<file path="src/rtl/bwa_pkg.sv">
package bwa_pkg;
    // Drive-enable groups of the data pins.
    typedef struct packed {
        logic lo;
        logic mid;
        logic top;
    } oe_grp_t;

    localparam int unsigned LANES = 2;
endpackage

</file>
<file path="src/rtl/bwa_addr_map.sv">
module bwa_addr_map #(
    parameter int unsigned AW = 8
) (
    input  logic          byte_mode,
    input  logic [AW-1:0] word_addr,
    input  logic          addr_lsb,
    output logic [AW:0]   core_addr,
    output logic          lane
);
    // The lane comes from the repurposed pin in byte mode and is zero otherwise.
    always_comb begin
        lane      = byte_mode & addr_lsb;
        core_addr = {word_addr, lane};
    end
endmodule

</file>
<file path="src/rtl/bwa_lane_steer.sv">
module bwa_lane_steer
    import bwa_pkg::*;
#(
    parameter int unsigned DW = 16
) (
    input  logic             wr_byte,
    input  logic             wr_lane,
    input  logic [DW-1:0]    pin_din,
    input  logic             rd_byte,
    input  logic             rd_lane,
    input  logic [DW-1:0]    rdata,
    output logic [DW-1:0]    wdata,
    output logic [LANES-1:0] wbe,
    output logic [DW-1:0]    rd_pins
);
    localparam int unsigned LW = DW / LANES;

    for (genvar g = 0; g < LANES; g++) begin : g_lane
        always_comb begin
            wbe[g]             = !wr_byte || (wr_lane == g[0]);
            wdata[g*LW +: LW]  = wr_byte ? pin_din[LW-1:0] : pin_din[g*LW +: LW];
        end
    end

    always_comb begin
        if (rd_byte) begin
            rd_pins[LW-1:0]  = rd_lane ? rdata[DW-1:LW] : rdata[LW-1:0];
            rd_pins[DW-1:LW] = '0;
        end else begin
            rd_pins = rdata;
        end
    end
endmodule

</file>
<file path="src/rtl/bwa_top.sv">
module bwa_top
    import bwa_pkg::*;
#(
    parameter int unsigned AW = 8,
    parameter int unsigned DW = 16
) (
    input  logic            clk,
    input  logic            rst_n,
    input  logic            width_sel,
    input  logic            bus_rd,
    input  logic            bus_wr,
    input  logic            bus_cmd,
    input  logic [AW-1:0]   word_addr,
    input  logic [DW-1:0]   pin_din,
    input  logic [DW-1:0]   core_rdata,
    output logic [DW-1:0]   pin_dout,
    output logic            pin_oe_lo,
    output logic            pin_oe_mid,
    output logic            pin_oe_top,
    output logic [AW:0]     core_addr,
    output logic [DW-1:0]   core_wdata,
    output logic [1:0]      core_wbe,
    output logic            core_we,
    output logic            cmd_we,
    output logic [DW/2-1:0] cmd_byte
);
    localparam int unsigned LW = DW / LANES;

    typedef struct packed {
        logic             rd;
        logic             byte_m;
        logic             lane;
        logic [AW:0]      addr;
        logic [DW-1:0]    wdata;
        logic [LANES-1:0] wbe;
        logic             we;
        logic             cwe;
        logic [LW-1:0]    cmd;
        logic [DW-1:0]    dout;
        oe_grp_t          oe;
    } st_t;

    st_t st_d, st_q;

    logic             byte_in;
    logic             lane_in;
    logic [AW:0]      addr_in;
    logic [DW-1:0]    wdata_in;
    logic [LANES-1:0] wbe_in;
    logic [DW-1:0]    rd_pins;

    assign byte_in = !width_sel;

    bwa_addr_map #(.AW(AW)) u_map (
        .byte_mode (byte_in),
        .word_addr (word_addr),
        .addr_lsb  (pin_din[DW-1]),
        .core_addr (addr_in),
        .lane      (lane_in)
    );

    bwa_lane_steer #(.DW(DW)) u_steer (
        .wr_byte (byte_in),
        .wr_lane (lane_in),
        .pin_din (pin_din),
        .rd_byte (st_q.byte_m),
        .rd_lane (st_q.lane),
        .rdata   (core_rdata),
        .wdata   (wdata_in),
        .wbe     (wbe_in),
        .rd_pins (rd_pins)
    );

    always_comb begin
        st_d        = st_q;
        // stage 1: capture the bus cycle
        st_d.rd     = bus_rd && !bus_wr;
        st_d.byte_m = byte_in;
        st_d.lane   = lane_in;
        st_d.addr   = addr_in;
        st_d.we     = bus_wr && !bus_cmd;
        st_d.cwe    = bus_wr && bus_cmd;
        st_d.wbe    = (bus_wr && !bus_cmd) ? wbe_in : '0;
        if (bus_wr && !bus_cmd) begin
            st_d.wdata = wdata_in;
        end
        if (bus_wr && bus_cmd) begin
            st_d.cmd = pin_din[LW-1:0];
        end
        // stage 2: return data and pin drive enables
        st_d.dout   = st_q.rd ? rd_pins : '0;
        st_d.oe.lo  = st_q.rd;
        st_d.oe.mid = st_q.rd && !st_q.byte_m;
        st_d.oe.top = st_q.rd && !st_q.byte_m;
    end

    always_ff @(posedge clk) begin
        if (!rst_n) begin
            st_q <= '0;
        end else begin
            st_q <= st_d;
        end
    end

    assign pin_dout   = st_q.dout;
    assign pin_oe_lo  = st_q.oe.lo;
    assign pin_oe_mid = st_q.oe.mid;
    assign pin_oe_top = st_q.oe.top;
    assign core_addr  = st_q.addr;
    assign core_wdata = st_q.wdata;
    assign core_wbe   = st_q.wbe;
    assign core_we    = st_q.we;
    assign cmd_we     = st_q.cwe;
    assign cmd_byte   = st_q.cmd;

    assert_byte_oe_R4: assert property (@(posedge clk) disable iff (!rst_n)
        (st_q.rd && st_q.byte_m) |=> (pin_oe_lo && !pin_oe_mid && !pin_oe_top));

    assert_no_read_no_oe_R9: assert property (@(posedge clk) disable iff (!rst_n)
        !st_q.rd |=> (!pin_oe_lo && !pin_oe_mid && !pin_oe_top));

    assert_cmd_excl_R8: assert property (@(posedge clk) disable iff (!rst_n)
        !(core_we && cmd_we));

    assert_cmd_low_R8: assert property (@(posedge clk) disable iff (!rst_n)
        cmd_we |-> (cmd_byte == $past(pin_din[LW-1:0])));

    assert_byte_wbe_R7: assert property (@(posedge clk) disable iff (!rst_n)
        (core_we && !$past(width_sel)) |-> ($countones(core_wbe) == 1));

    assert_word_align_R5: assert property (@(posedge clk) disable iff (!rst_n)
        $past(width_sel) |-> (core_addr[0] == 1'b0));
endmodule

</file>
<file path="config.mk">
export PLATFORM = sky130hd
export DESIGN_NAME = bwa_top
export DESIGN_NICKNAME = d
export VERILOG_FILES = /design/src/rtl/bwa_pkg.sv /design/src/rtl/bwa_addr_map.sv /design/src/rtl/bwa_lane_steer.sv /design/src/rtl/bwa_top.sv
export SDC_FILE = /design/constraint.sdc
export NUM_CORES = 1
export LEC_CHECK = 0
export ABC_AREA = 0
export BUFFER_PORTS_ARGS = -buffer_cell sky130_fd_sc_hd__buf_2
export CAP_MARGIN = 0
export CELL_PAD_IN_SITES_DETAIL_PLACEMENT = 0
export CELL_PAD_IN_SITES_GLOBAL_PLACEMENT = 1
export CORE_AREA = 3 3 85 87
export CTS_BUF_LIST = sky130_fd_sc_hd__clkbuf_4 sky130_fd_sc_hd__clkbuf_8
export DETAILED_ROUTE_END_ITERATION = 8
export DIE_AREA = 0 0 88 90
export PLACE_DENSITY_LB_ADDON = 0.15
export SYNTH_ARGS = -nofsm -noshare
export SYNTH_HDL_FRONTEND = slang
export SYNTH_SLANG_ARGS = --single-unit
</file>
<file path="constraint.sdc">
create_clock -name clk -period 1.3 [get_ports clk]
set_input_delay 0.065 -clock clk [delete_from_list [all_inputs] [get_ports clk]]
set_output_delay 0.065 -clock clk [all_outputs]
set_load 0.03 [all_outputs]
</file>
# After elaboration in Yosys (flattened, before gate mapping)
# Index checks and enable logic that the tools add are counted.
[word_totals] ff_bits=58 in_bits=46 wordCells=33 out_inout_bits=56
[classes] reduce_logical=13 muxes=3 bitwise_logic=4
[op_table] operator="8-bit two-way mux" count=3
[op_table] operator="1-bit logical AND" count=4
[op_table] operator="1-bit logical NOT" count=4
[op_table] operator="2-bit AND reduction" count=2
[op_table] operator="1-bit inverter" count=3
[op_table] operator="3-bit OR reduction" count=1
[op_table] operator="1-bit logical OR" count=2
[op_table] operator="1-bit bitwise AND" count=1

# Logic depth before layout (Yosys ltp)
# Gate-level depths: netlist of run 1.
[logic_depth] depth_word=4 depth_mapped=5 depth_no_buf=3

# By module
# A second synthesis of run 1 with hierarchy kept.
[hier_totals] cells_unflattened=281 hier_area_um2=2733.9
[by_module_without_submodules] module="bwa_top" cells_per_inst=235 area_per_inst_um2=2323.5 instances=1 seq_area_each_um2=1161.1
[by_module_without_submodules] module="bwa_lane_steer" cells_per_inst=36 area_per_inst_um2=336.6 instances=1 seq_area_each_um2=0.0
[by_module_without_submodules] module="bwa_addr_map" cells_per_inst=10 area_per_inst_um2=73.8 instances=1 seq_area_each_um2=0.0

# Least setup slack after synthesis of run 1
# Ideal clock, no wire load.
[synth_timing] path_type="reg-to-reg" start="register st_q[57] (netlist bit)" end="register st_q, in the netlist pin_dout[0]" setup_time_ns=0.123 t_arrival_ns=0.772 slack_ns=0.404 stages_incl_launch_ff=5 synth_period_minus_slack_ns=0.896 required_ns=1.177 n_path_buf=1 path_cell_list="dfxtp_1 buf_2 nand2_1 nand2_1 a21oi_1"
[synth_via] elab_chain_len=1
[synth_rtl] item="start, declared" line="bwa_top.sv:43" source="st_t st_d, st_q;"
[synth_rtl] item="start signal, assigned" line="bwa_top.sv:101" source="st_q <= st_d;"
[synth_rtl] item="8-bit two-way mux" line="bwa_lane_steer.sv:26" source="if (rd_byte) begin"
# No other way between the ends.
# A chain may end at the register's enable or synchronous reset.

# Worst setup path after layout of run 1
[layout_timing] start="input bus_rd" end="register st_q, in the netlist st_d[2]"
[layout_via] elab_chain_len=1
[layout_rtl] item="start, declared" line="bwa_top.sv:10" source="input logic bus_rd,"
[layout_rtl] item="1-bit logical AND" line="bwa_top.sv:77" source="st_d.rd = bus_rd && !bus_wr;"
# No other way between the ends.

==> summary.txt, run 1 <==
Status
  – Status: finished, final reports clean

GRT
  – Largest net degree at the start of global routing: 22
  – GRT Resource Usage Total: 0.1469
  – Initial antenna violation count: 0
  – Grt total ovfl: 0
  – Vias in the first global route: 1859
  – First-pass GRT wire length: 8970 um

Routing
  – WL met1: 2583 um
  – Drt total wl: 5654 um
  – Drt wl/cell: 13.18 um
  – Initial DRC Count: 64
  – Drt via density: 4.396
  – Top routing layer used: met4
  – Routed Antenna Nets: 0
  – Via count: 1886
  – DR WL met3: 417 um
  – Number of remaining DRC errors: 0
  – Pre-antenna DRT Iters: 4
  – Metal2 WL: 2551 um

Synth
  – Synth Cell Area: 0.001934 mm^2
  – Ys async rst share: 0
  – Post-Synth Simple-Gate Area: 0.2109
  – Post-synthesis instance total: 210
  – Main synth FF type: dfxtp_1
  – Largest family of logic cells by synthesized area: simple AND/OR/NAND/NOR gates
  – Syn_nets: 256
  – Distinct cells, synth: 20
  – Post-synth EDFFs: 0
  – Syn avg cell area: 9.211 um^2
  – Yosys Warn Count: 0
  – Post-synthesis sequential area ratio: 0.5899
  – Post-synthesis compound-gate area fraction: 0.1475
  – Yosys reg bits: 57
  – Mux contribution to synthesized area: 0
  – Post-Synth Adder-Cell Area: 0
  – Synth Area in XOR/XNOR: 0

Flow run
  – Max-Cap Viols: 0

Placed design
  – Gpl congestion: 0.8051
  – HPWL Detailed: 3895 um
  – Placed insts: 379
  – Number of port buffers: 101

Worst setup path
  – Most common cell on crit path: dlygate4sd3_1
  – Cell at the slowest stage of the critical path: dlygate4sd3_1
  – Setup CP Type: in2reg
  – CP Data Required Time: 1510 ps
  – Crit-path cells: dlygate4sd3_1 -> buf_2 -> nand2_1 -> nor2_1 -> dlygate4sd3_1
  – WP data arrival: 1370 ps
  – Crit path capture type: flip-flop
  – Crit path largest cell delay: 550 ps
  – Worst Setup Start Kind: primary input
  – CP max FO: 1

Pwr
  – Worst IR Drop VDD: 0.5044 mV
  – Cell-internal power: 3.037 mW
  – LEAKAGE: 1.491 nW
  – PwrDens: 1326 mW/mm^2
  – Reg power frac: 0.458
  – Clk pwr share: 0.408
  – Total power: 4.034 mW
  – Switch Pwr: 0.9969 mW
  – Gate power share: 0.134
  – Switching Fraction: 0.2471

STA
  – Tcrit/Tclk final: 0.8933
  – Hold Fails Final Rpt: 0
  – Unrepaired setup endpoints after global routing: no
  – Tmin final: 1161 ps
  – Slew Limit Fails: 0
  – Worst relative slew slack: 0.5950
  – Max Freq: 0.8611 GHz
  – Final Setup Violations: 0
  – Post-Route Skew: 7.462 ps
  – Setup_tns: 0 ps
  – Worst-margin pin slew: 607.5 ps

CTS
  – Clock Tree Buf Depth: 2
  – CTS tree: yes
  – H-tree levels: 3
  – Worst-Skew Late Latency: 330 ps
  – Hold buffer count at CTS: 34
  – Clock sink total: 57
  – Post CTS Setup Buffer Count: 0
  – Clk slew on worst S/H paths: 60 ps
  – Cts bufs inserted: 9
  – Post-cts resize count: 0
  – Root Buffer: clkbuf_8

Layout
  – Layout cells sized above 1: 0.3551
  – Layout Nets: 394
  – Layout Area Growth over Synthesis: 57.24%
  – FF/Latch Area: 0.001141 mm^2
  – Final non-filler cell total: 429
  – Commonest non-fill, non-tap cell in the layout: buf_2
  – Antenna cells: 0
  – Most frequent cells in the layout: 101 x buf_2, 57 x dfxtp_1, 43 x nand2_1
  – Fill cell count: 639
  – Footprint of the multi-input gates: 693.2 um^2

Floorplanning
  – DIE WIDTH: 88 um
  – Core area: 0.006422 mm^2
  – Die Ht: 90 um
  – Die area: 0.007920 mm^2
  – Top Ports: 102
  – Starting Density: 0.3012
  – Cell Rows: 29

Min path
  – Hold Crit Class: in2reg
## power groups by stage
| stage | combinational (mW) | sequential [mW] | clock, mW |
|---|---|---|---|
| CTS | 0.546 | 1.85 | 1.70 |
| global route | 0.591 | 1.85 | 1.79 |
| global placement | 0.464 | 1.88 | 0 |
| floorplan | 0.150 | 2.02 | 0 |
| detailed placement | 0.464 | 1.88 | 0 |
| finish | 0.541 | 1.85 | 1.65 |
## layer usage
metal  track usage  up-vias
li1              -      960
met1        0.1831      838
met2        0.2217       78
met3       0.05484       10
met4       0.06777        0
met5             0        -
## layout make-up
type / instances / area share
Clock buffer: 12 / 0.05224
Clock inverter: 3 / 0.01316
Inverter: 3 / 0.003702
Multi-Input combinational cell: 135 / 0.2279
Sequential cell: 57 / 0.3752
Tap cell: 77 / 0.03167
Timing Repair Buffer: 142 / 0.2962
## sequential cells by signal (all words and copies together), names as in the netlist
signal and count:
core_wdata 16, pin_oe_lo 1, st_q 1, st_d 1, pin_oe_top 1, cmd_we 1
cmd_byte 8, core_wbe 2, pin_dout 16, core_we 1, core_addr 9
## critical path: cells and delay by family
| kind | cells | cell delay [ps] |
|---|---|---|
| and+or+nand+nor | 2 | 90 |
| buffers and inverters | 3 | 1210 |
## cells in the mapped netlist, drive strengths merged (2+ instances only)
| cell | n | area, um^2 |
|---|---|---|
| o21ai | 8 | 40.04 |
| clkbuf | 2 | 7.510 |
| nor2b | 2 | 12.51 |
| a21oi | 25 | 125.1 |
| dfxtp | 57 | 1141 |
| nand3 | 16 | 80.08 |
| buf | 13 | 81.33 |
| a21boi | 16 | 120.1 |
| nor2 | 4 | 22.52 |
| and2 | 17 | 106.4 |
| nand2 | 45 | 173.9 |
| inv | 2 | 7.510 |
## through the flow
stage               worst slack (ps)  area (um^2)    util  hold WS (ps)
floorplan                      404.3         1934       -         144.1
global placement               242.9         2492  0.3881         276.7
detailed placement             230.5         2492  0.3881         276.5
CTS                            162.6         3032  0.4720         1.872
global route                   152.5         3042  0.4736         13.70
finish                         138.7         3042  0.4736         19.28
## logic make-up after synthesis
kind of cell	after synthesis
AO/OA/AOI/OAI	49
flip-flops	57
AND/OR/NAND/NOR	86
buffers and inverters	18
## final timing paths
kind	start	end	depth (start not counted)	slack, ps
min reg2reg	cmd_byte[7]	cmd_byte[7]	2	460
max reg2reg	st_d[2]	pin_dout[15]	3	380
max	bus_rd	st_d[2]	5	140
min	pin_din[6]	core_wdata[6]	3	20
No activity file was read; power rests on OpenSTA's default activity.
==> run 2, diff against run 1 <==
--- a/config.mk
+++ b/config.mk
@@ -15,6 +15,7 @@
 export DETAILED_ROUTE_END_ITERATION = 8
 export DIE_AREA = 0 0 88 90
 export PLACE_DENSITY_LB_ADDON = 0.15
+export RECOVER_POWER = 100
 export SYNTH_ARGS = -nofsm -noshare
 export SYNTH_HDL_FRONTEND = slang
 export SYNTH_SLANG_ARGS = --single-unit
==> run 2 against run 1 <==
  * First-iteration DRC count increased by 53%
  * Sequential power about the same
  * Critical endpoint unchanged
  * Critical path depth unchanged
==> summary.txt, run 2 (synthesis gave the netlist of run 1 again) <==
Floorplanning
  – Starting Density: 0.3012
  – Top Ports: 102
  – Core area: 0.006422 mm^2
  – Die Ht: 90 um
  – DIE WIDTH: 88 um
  – Die area: 0.007920 mm^2
  – Cell Rows: 29

Routing
  – WL met1: 2643 um
  – Routed Antenna Nets: 0
  – Initial DRC Count: 98
  – Drt total wl: 5682 um
  – Via count: 1875
  – Drt via density: 4.371
  – Top routing layer used: met4
  – DR WL met3: 409 um
  – Drt wl/cell: 13.24 um
  – Metal2 WL: 2493 um
  – Number of remaining DRC errors: 0
  – Pre-antenna DRT Iters: 6

CTS
  – Worst-Skew Late Latency: 330 ps
  – Cts bufs inserted: 9
  – Post-cts resize count: 0
  – Clock sink total: 57
  – CTS tree: yes
  – Clk slew on worst S/H paths: 60 ps
  – Clock Tree Buf Depth: 2
  – H-tree levels: 3
  – Root Buffer: clkbuf_8

Worst setup path
  – Cell at the slowest stage of the critical path: dlygate4sd3_1
  – Setup CP Type: in2reg
  – Crit-path cells: dlygate4sd3_1 -> buf_2 -> nand2_1 -> nor2_1 -> dlygate4sd3_1
  – CP max FO: 1
  – Crit path capture type: flip-flop
  – Worst path bufs/invs: 3
  – Cell family with the largest share of critical-path delay: buffers and inverters
  – CP Data Required Time: 1510 ps
  – Most common cell on crit path: dlygate4sd3_1
  – WP data arrival: 1370 ps
  – Worst Setup Start Kind: primary input
  – Crit path largest cell delay: 550 ps

STA
  – Tmin final: 1166 ps
  – Tcrit/Tclk final: 0.8966
  – Slew Limit Fails: 0
  – Worst relative slew slack: 0.5988
  – Max Freq: 0.8579 GHz
  – Worst-margin pin slew: 601.9 ps
  – Unrepaired setup endpoints after global routing: no
  – Final Setup Violations: 0
  – Hold Fails Final Rpt: 0
  – Setup_tns: 0 ps
  – Post-Route Skew: 5.784 ps

Placed design
  – Gpl congestion: 0.8051
  – Placed insts: 379
  – HPWL Detailed: 3895 um
  – Number of port buffers: 101

Status
  – Status: finished, final reports clean

GRT
  – GRT Resource Usage Total: 0.1469
  – Initial antenna violation count: 0
  – Vias in the first global route: 1859
  – Grt total ovfl: 0
  – First-pass GRT wire length: 8970 um
  – Largest net degree at the start of global routing: 22

Layout
  – Most frequent cells in the layout: 58 x clkbuf_1, 57 x dfxtp_1, 44 x nand2_1
  – Commonest non-fill, non-tap cell in the layout: clkbuf_1
  – Antenna cells: 0
  – Layout cells sized above 1: 0.1875
  – Layout Nets: 394
  – Layout Area Growth over Synthesis: 52.98%
  – Fill cell count: 675
  – Final non-filler cell total: 429

Pwr
  – PwrDens: 1357 mW/mm^2
  – Total power: 4.014 mW
  – LEAKAGE: 1.249 nW
  – Worst IR Drop VDD: 0.5050 mV

Min path
  – Hold Crit Class: in2reg

Flow run
  – Max-Cap Viols: 0
run 2: cell count changes in the layout (fill, tap and decap cells not counted), sizes merged:
cell,change
buf,-61
clkbuf,+61
run 2: repair_timing:
action	in CTS	in global routing
hold buffers	34	1
hold endpoints to repair	34	1
buffers inserted	0	0
run 2: report_power, final:
part | total (mW) | leakage, nW | internal [mW] | switching (mW)
clock | 1.65 | 0.106 | 0.994 | 0.659
sequential | 1.85 | 0.467 | 1.82 | 0.0295
combinational | 0.514 | 0.676 | 0.200 | 0.314
total | 4.01 | 1.25 | 3.01 | 1.00
run 2: final timing paths:
kind	start	endpoint	slack, ps	depth (start not counted)
setup / recovery	bus_rd	st_d[2]	130	5
hold / removal	pin_din[6]	core_wdata[6]	20	3
setup reg to reg	st_d[2]	pin_dout[15]	350	3
hold reg to reg	cmd_byte[7]	cmd_byte[7]	460	2
run 2: through the flow:
stage	util	setup WS (ps)	instance area, um^2	hold slack [ps]
after floorplan	-	404.3	1934	144.1
after global placement	0.3881	242.9	2492	276.7
after detailed placement	0.3881	230.5	2492	276.5
after CTS	0.4720	162.6	3032	1.872
after global routing	0.4607	82.34	2959	25.12
final	0.4607	134.4	2959	17.86
run 2: worst register-to-register path, delay by kind of cell, from the launching register on:
| family | cells | cell delay [ps] |
|---|---|---|
| AND/OR/NAND/NOR | 3 | 580 |
| flip-flops | 1 | 320 |
run 2: cell type report:
class / instances / area (um^2) / share of cell area
Sequential cell: 57 / 1141 / 0.3856
Timing Repair Buffer: 142 / 820.8 / 0.2774
Multi-Input combinational cell: 135 / 690.7 / 0.2334
Clock buffer: 12 / 158.9 / 0.05370
Tap cell: 77 / 96.34 / 0.03256
Clock inverter: 3 / 40.04 / 0.01353
Inverter: 3 / 11.26 / 0.003805
run 2: routing by layer:
layer / up-vias / GRT usage
met5: - / 0
met4: 0 / 0.06777
met3: 14 / 0.05484
met2: 78 / 0.2217
met1: 822 / 0.1831
li1: 961 / -
==> run 3, diff against run 2 <==
--- a/config.mk
+++ b/config.mk
@@ -14,6 +14,8 @@
 export CTS_BUF_LIST = sky130_fd_sc_hd__clkbuf_4 sky130_fd_sc_hd__clkbuf_8
 export DETAILED_ROUTE_END_ITERATION = 8
 export DIE_AREA = 0 0 88 90
+export GPL_TIMING_DRIVEN = 1
+export MAX_ROUTING_LAYER = met4
 export PLACE_DENSITY_LB_ADDON = 0.15
 export RECOVER_POWER = 100
 export SYNTH_ARGS = -nofsm -noshare
==> run 3 against run 2 <==
  * Fmax is essentially flat
  * Global-route usage grew 0.40 points
  * Total power decreased by 0.13%
  * First-iteration DRC count decreased by 40%
  * Sequential cell count is the same
  * Clock power about the same
  * Utilization unchanged
  * Critical path depth stayed put
  * Combinational power about the same
  * Final cell count unchanged
==> summary.txt, run 3 (synthesis gave the netlist of run 1 again) <==
Floorplanning
  – Core area: 0.006422 mm^2
  – Top Ports: 102
  – DIE WIDTH: 88 um
  – Starting Density: 0.3012
  – Die area: 0.007920 mm^2
  – Cell Rows: 29
  – Die Ht: 90 um

Worst setup path
  – Crit path capture type: flip-flop
  – Worst reg2reg path startpoint: st_d[2]
  – CP Data Required Time: 1510 ps
  – Worst Setup Start Kind: primary input
  – Setup CP Type: in2reg
  – CP max FO: 1
  – Worst R2R Setup Slack: 340 ps
  – Worst R2R Path Depth: 3
  – RR Endpoint: pin_dout[15]
  – WP data arrival: 1370 ps

Pwr
  – Reg power frac: 0.461
  – Switch Pwr: 0.9977 mW
  – Cell-internal power: 3.012 mW
  – PwrDens: 1355 mW/mm^2
  – Worst IR Drop VDD: 0.5022 mV
  – Clk pwr share: 0.411
  – LEAKAGE: 1.249 nW
  – Switching Fraction: 0.2488
  – Gate power share: 0.128

Min path
  – Hold Path Stages: 3
  – Start point of the worst hold path: pin_din[6]
  – Hold EP: core_wdata[6]
  – Hold Crit Class: in2reg

Layout
  – Fill cell count: 675
  – Layout cells sized above 1: 0.1875
  – Layout Area Growth over Synthesis: 52.98%
  – Layout Nets: 394
  – Commonest non-fill, non-tap cell in the layout: clkbuf_1
  – Antenna cells: 0
  – Most frequent cells in the layout: 58 x clkbuf_1, 57 x dfxtp_1, 44 x nand2_1
  – Final non-filler cell total: 429

CTS
  – Clk slew on worst S/H paths: 60 ps
  – Cts bufs inserted: 9
  – Post-cts resize count: 0
  – Hold buffer count at CTS: 34
  – Root Buffer: clkbuf_8
  – CTS tree: yes
  – H-tree levels: 3
  – Worst-Skew Late Latency: 330 ps
  – Clock Tree Buf Depth: 2
  – Post CTS Setup Buffer Count: 0
  – Clock sink total: 57

Routing
  – Pre-antenna DRT Iters: 6
  – Via count: 1885
  – Drt total wl: 5677 um
  – Routed Antenna Nets: 0
  – Drt via density: 4.394
  – Drt wl/cell: 13.23 um
  – Initial DRC Count: 59
  – Number of remaining DRC errors: 0

GRT
  – Vias in the first global route: 1856
  – First-pass GRT wire length: 8983 um
  – Grt total ovfl: 0
  – Largest net degree at the start of global routing: 22
  – GRT Resource Usage Total: 0.1509
  – Initial antenna violation count: 0

Flow run
  – Max-Cap Viols: 0

STA
  – Unrepaired setup endpoints after global routing: no
  – Slew Limit Fails: 0
  – Setup_tns: 0 ps
  – Tmin final: 1165 ps
  – Final Setup Violations: 0
  – Worst-margin pin slew: 618.8 ps
  – Post-Route Skew: 5.271 ps
  – Hold Fails Final Rpt: 0
  – Max Freq: 0.8586 GHz
  – Tcrit/Tclk final: 0.8959
  – Worst relative slew slack: 0.5875

Status
  – Status: finished, final reports clean

Placed design
  – HPWL Detailed: 3895 um
  – Gpl congestion: 0.8168
  – Number of port buffers: 101
  – Placed insts: 379
run 3: cell counts in the layout (fill, tap and decap cells not counted):
No cell type changed its count.
run 3: power groups by stage:
stage | Sequential, mW | Combinational [mW] | Clock (mW)
3_5_place_dp | 1.88 | 0.464 | 0
4_1_cts | 1.85 | 0.546 | 1.70
3_3_place_gp | 1.88 | 0.464 | 0
5_1_grt | 1.85 | 0.565 | 1.80
6_report | 1.85 | 0.514 | 1.65
2_1_floorplan | 2.02 | 0.150 | 0
run 3: cell type report:
type                            count  area (um^2)  share of cell area
Clock buffer                       12        158.9             0.05370
Clock inverter                      3        40.04             0.01353
Inverter                            3        11.26            0.003805
Multi-Input combinational cell    135        690.7              0.2334
Sequential cell                    57         1141              0.3856
Tap cell                           77        96.34             0.03256
Timing Repair Buffer              142        820.8              0.2774
run 3: worst max-delay path by stage:
stage,start,end,slack [ps],depth (start not counted)
floorplan,st_q[57],pin_dout[0],400,4
global placement,bus_cmd,core_wdata[15],240,4
detailed placement,bus_cmd,core_wdata[14],230,4
CTS,bus_rd,st_d[2],160,5
global route,rst_n,core_wdata[9],80,4
finish,bus_rd,st_d[2],140,5
run 3: routing by layer:
metal,up-vias,GRT usage,routed length [um]
li1,961,-,-
met1,837,0.1842,2625
met2,77,0.2205,2524
met3,10,0.05759,413
met4,0,0.06394,114
met5,-,-,0
run 3: worst max-delay path, stage by stage:
cell	delay, ps
dlygate4sd3_1	540
buf_2	120
nand2_1	50
nor2_1	40
dlygate4sd3_1	550
run 3: through the flow:
step	util	cell area, um^2	worst slack, ps	hold slack (ps)	power [mW]
finish	0.4607	2959	135.3	13.77	4.009
global route	0.4607	2959	83.07	24.37	4.216
CTS	0.4720	3032	162.6	1.872	4.093
detailed placement	0.3881	2492	230.5	276.5	2.348
global placement	0.3881	2492	242.9	276.7	2.348
floorplan	-	1934	404.3	144.1	2.166
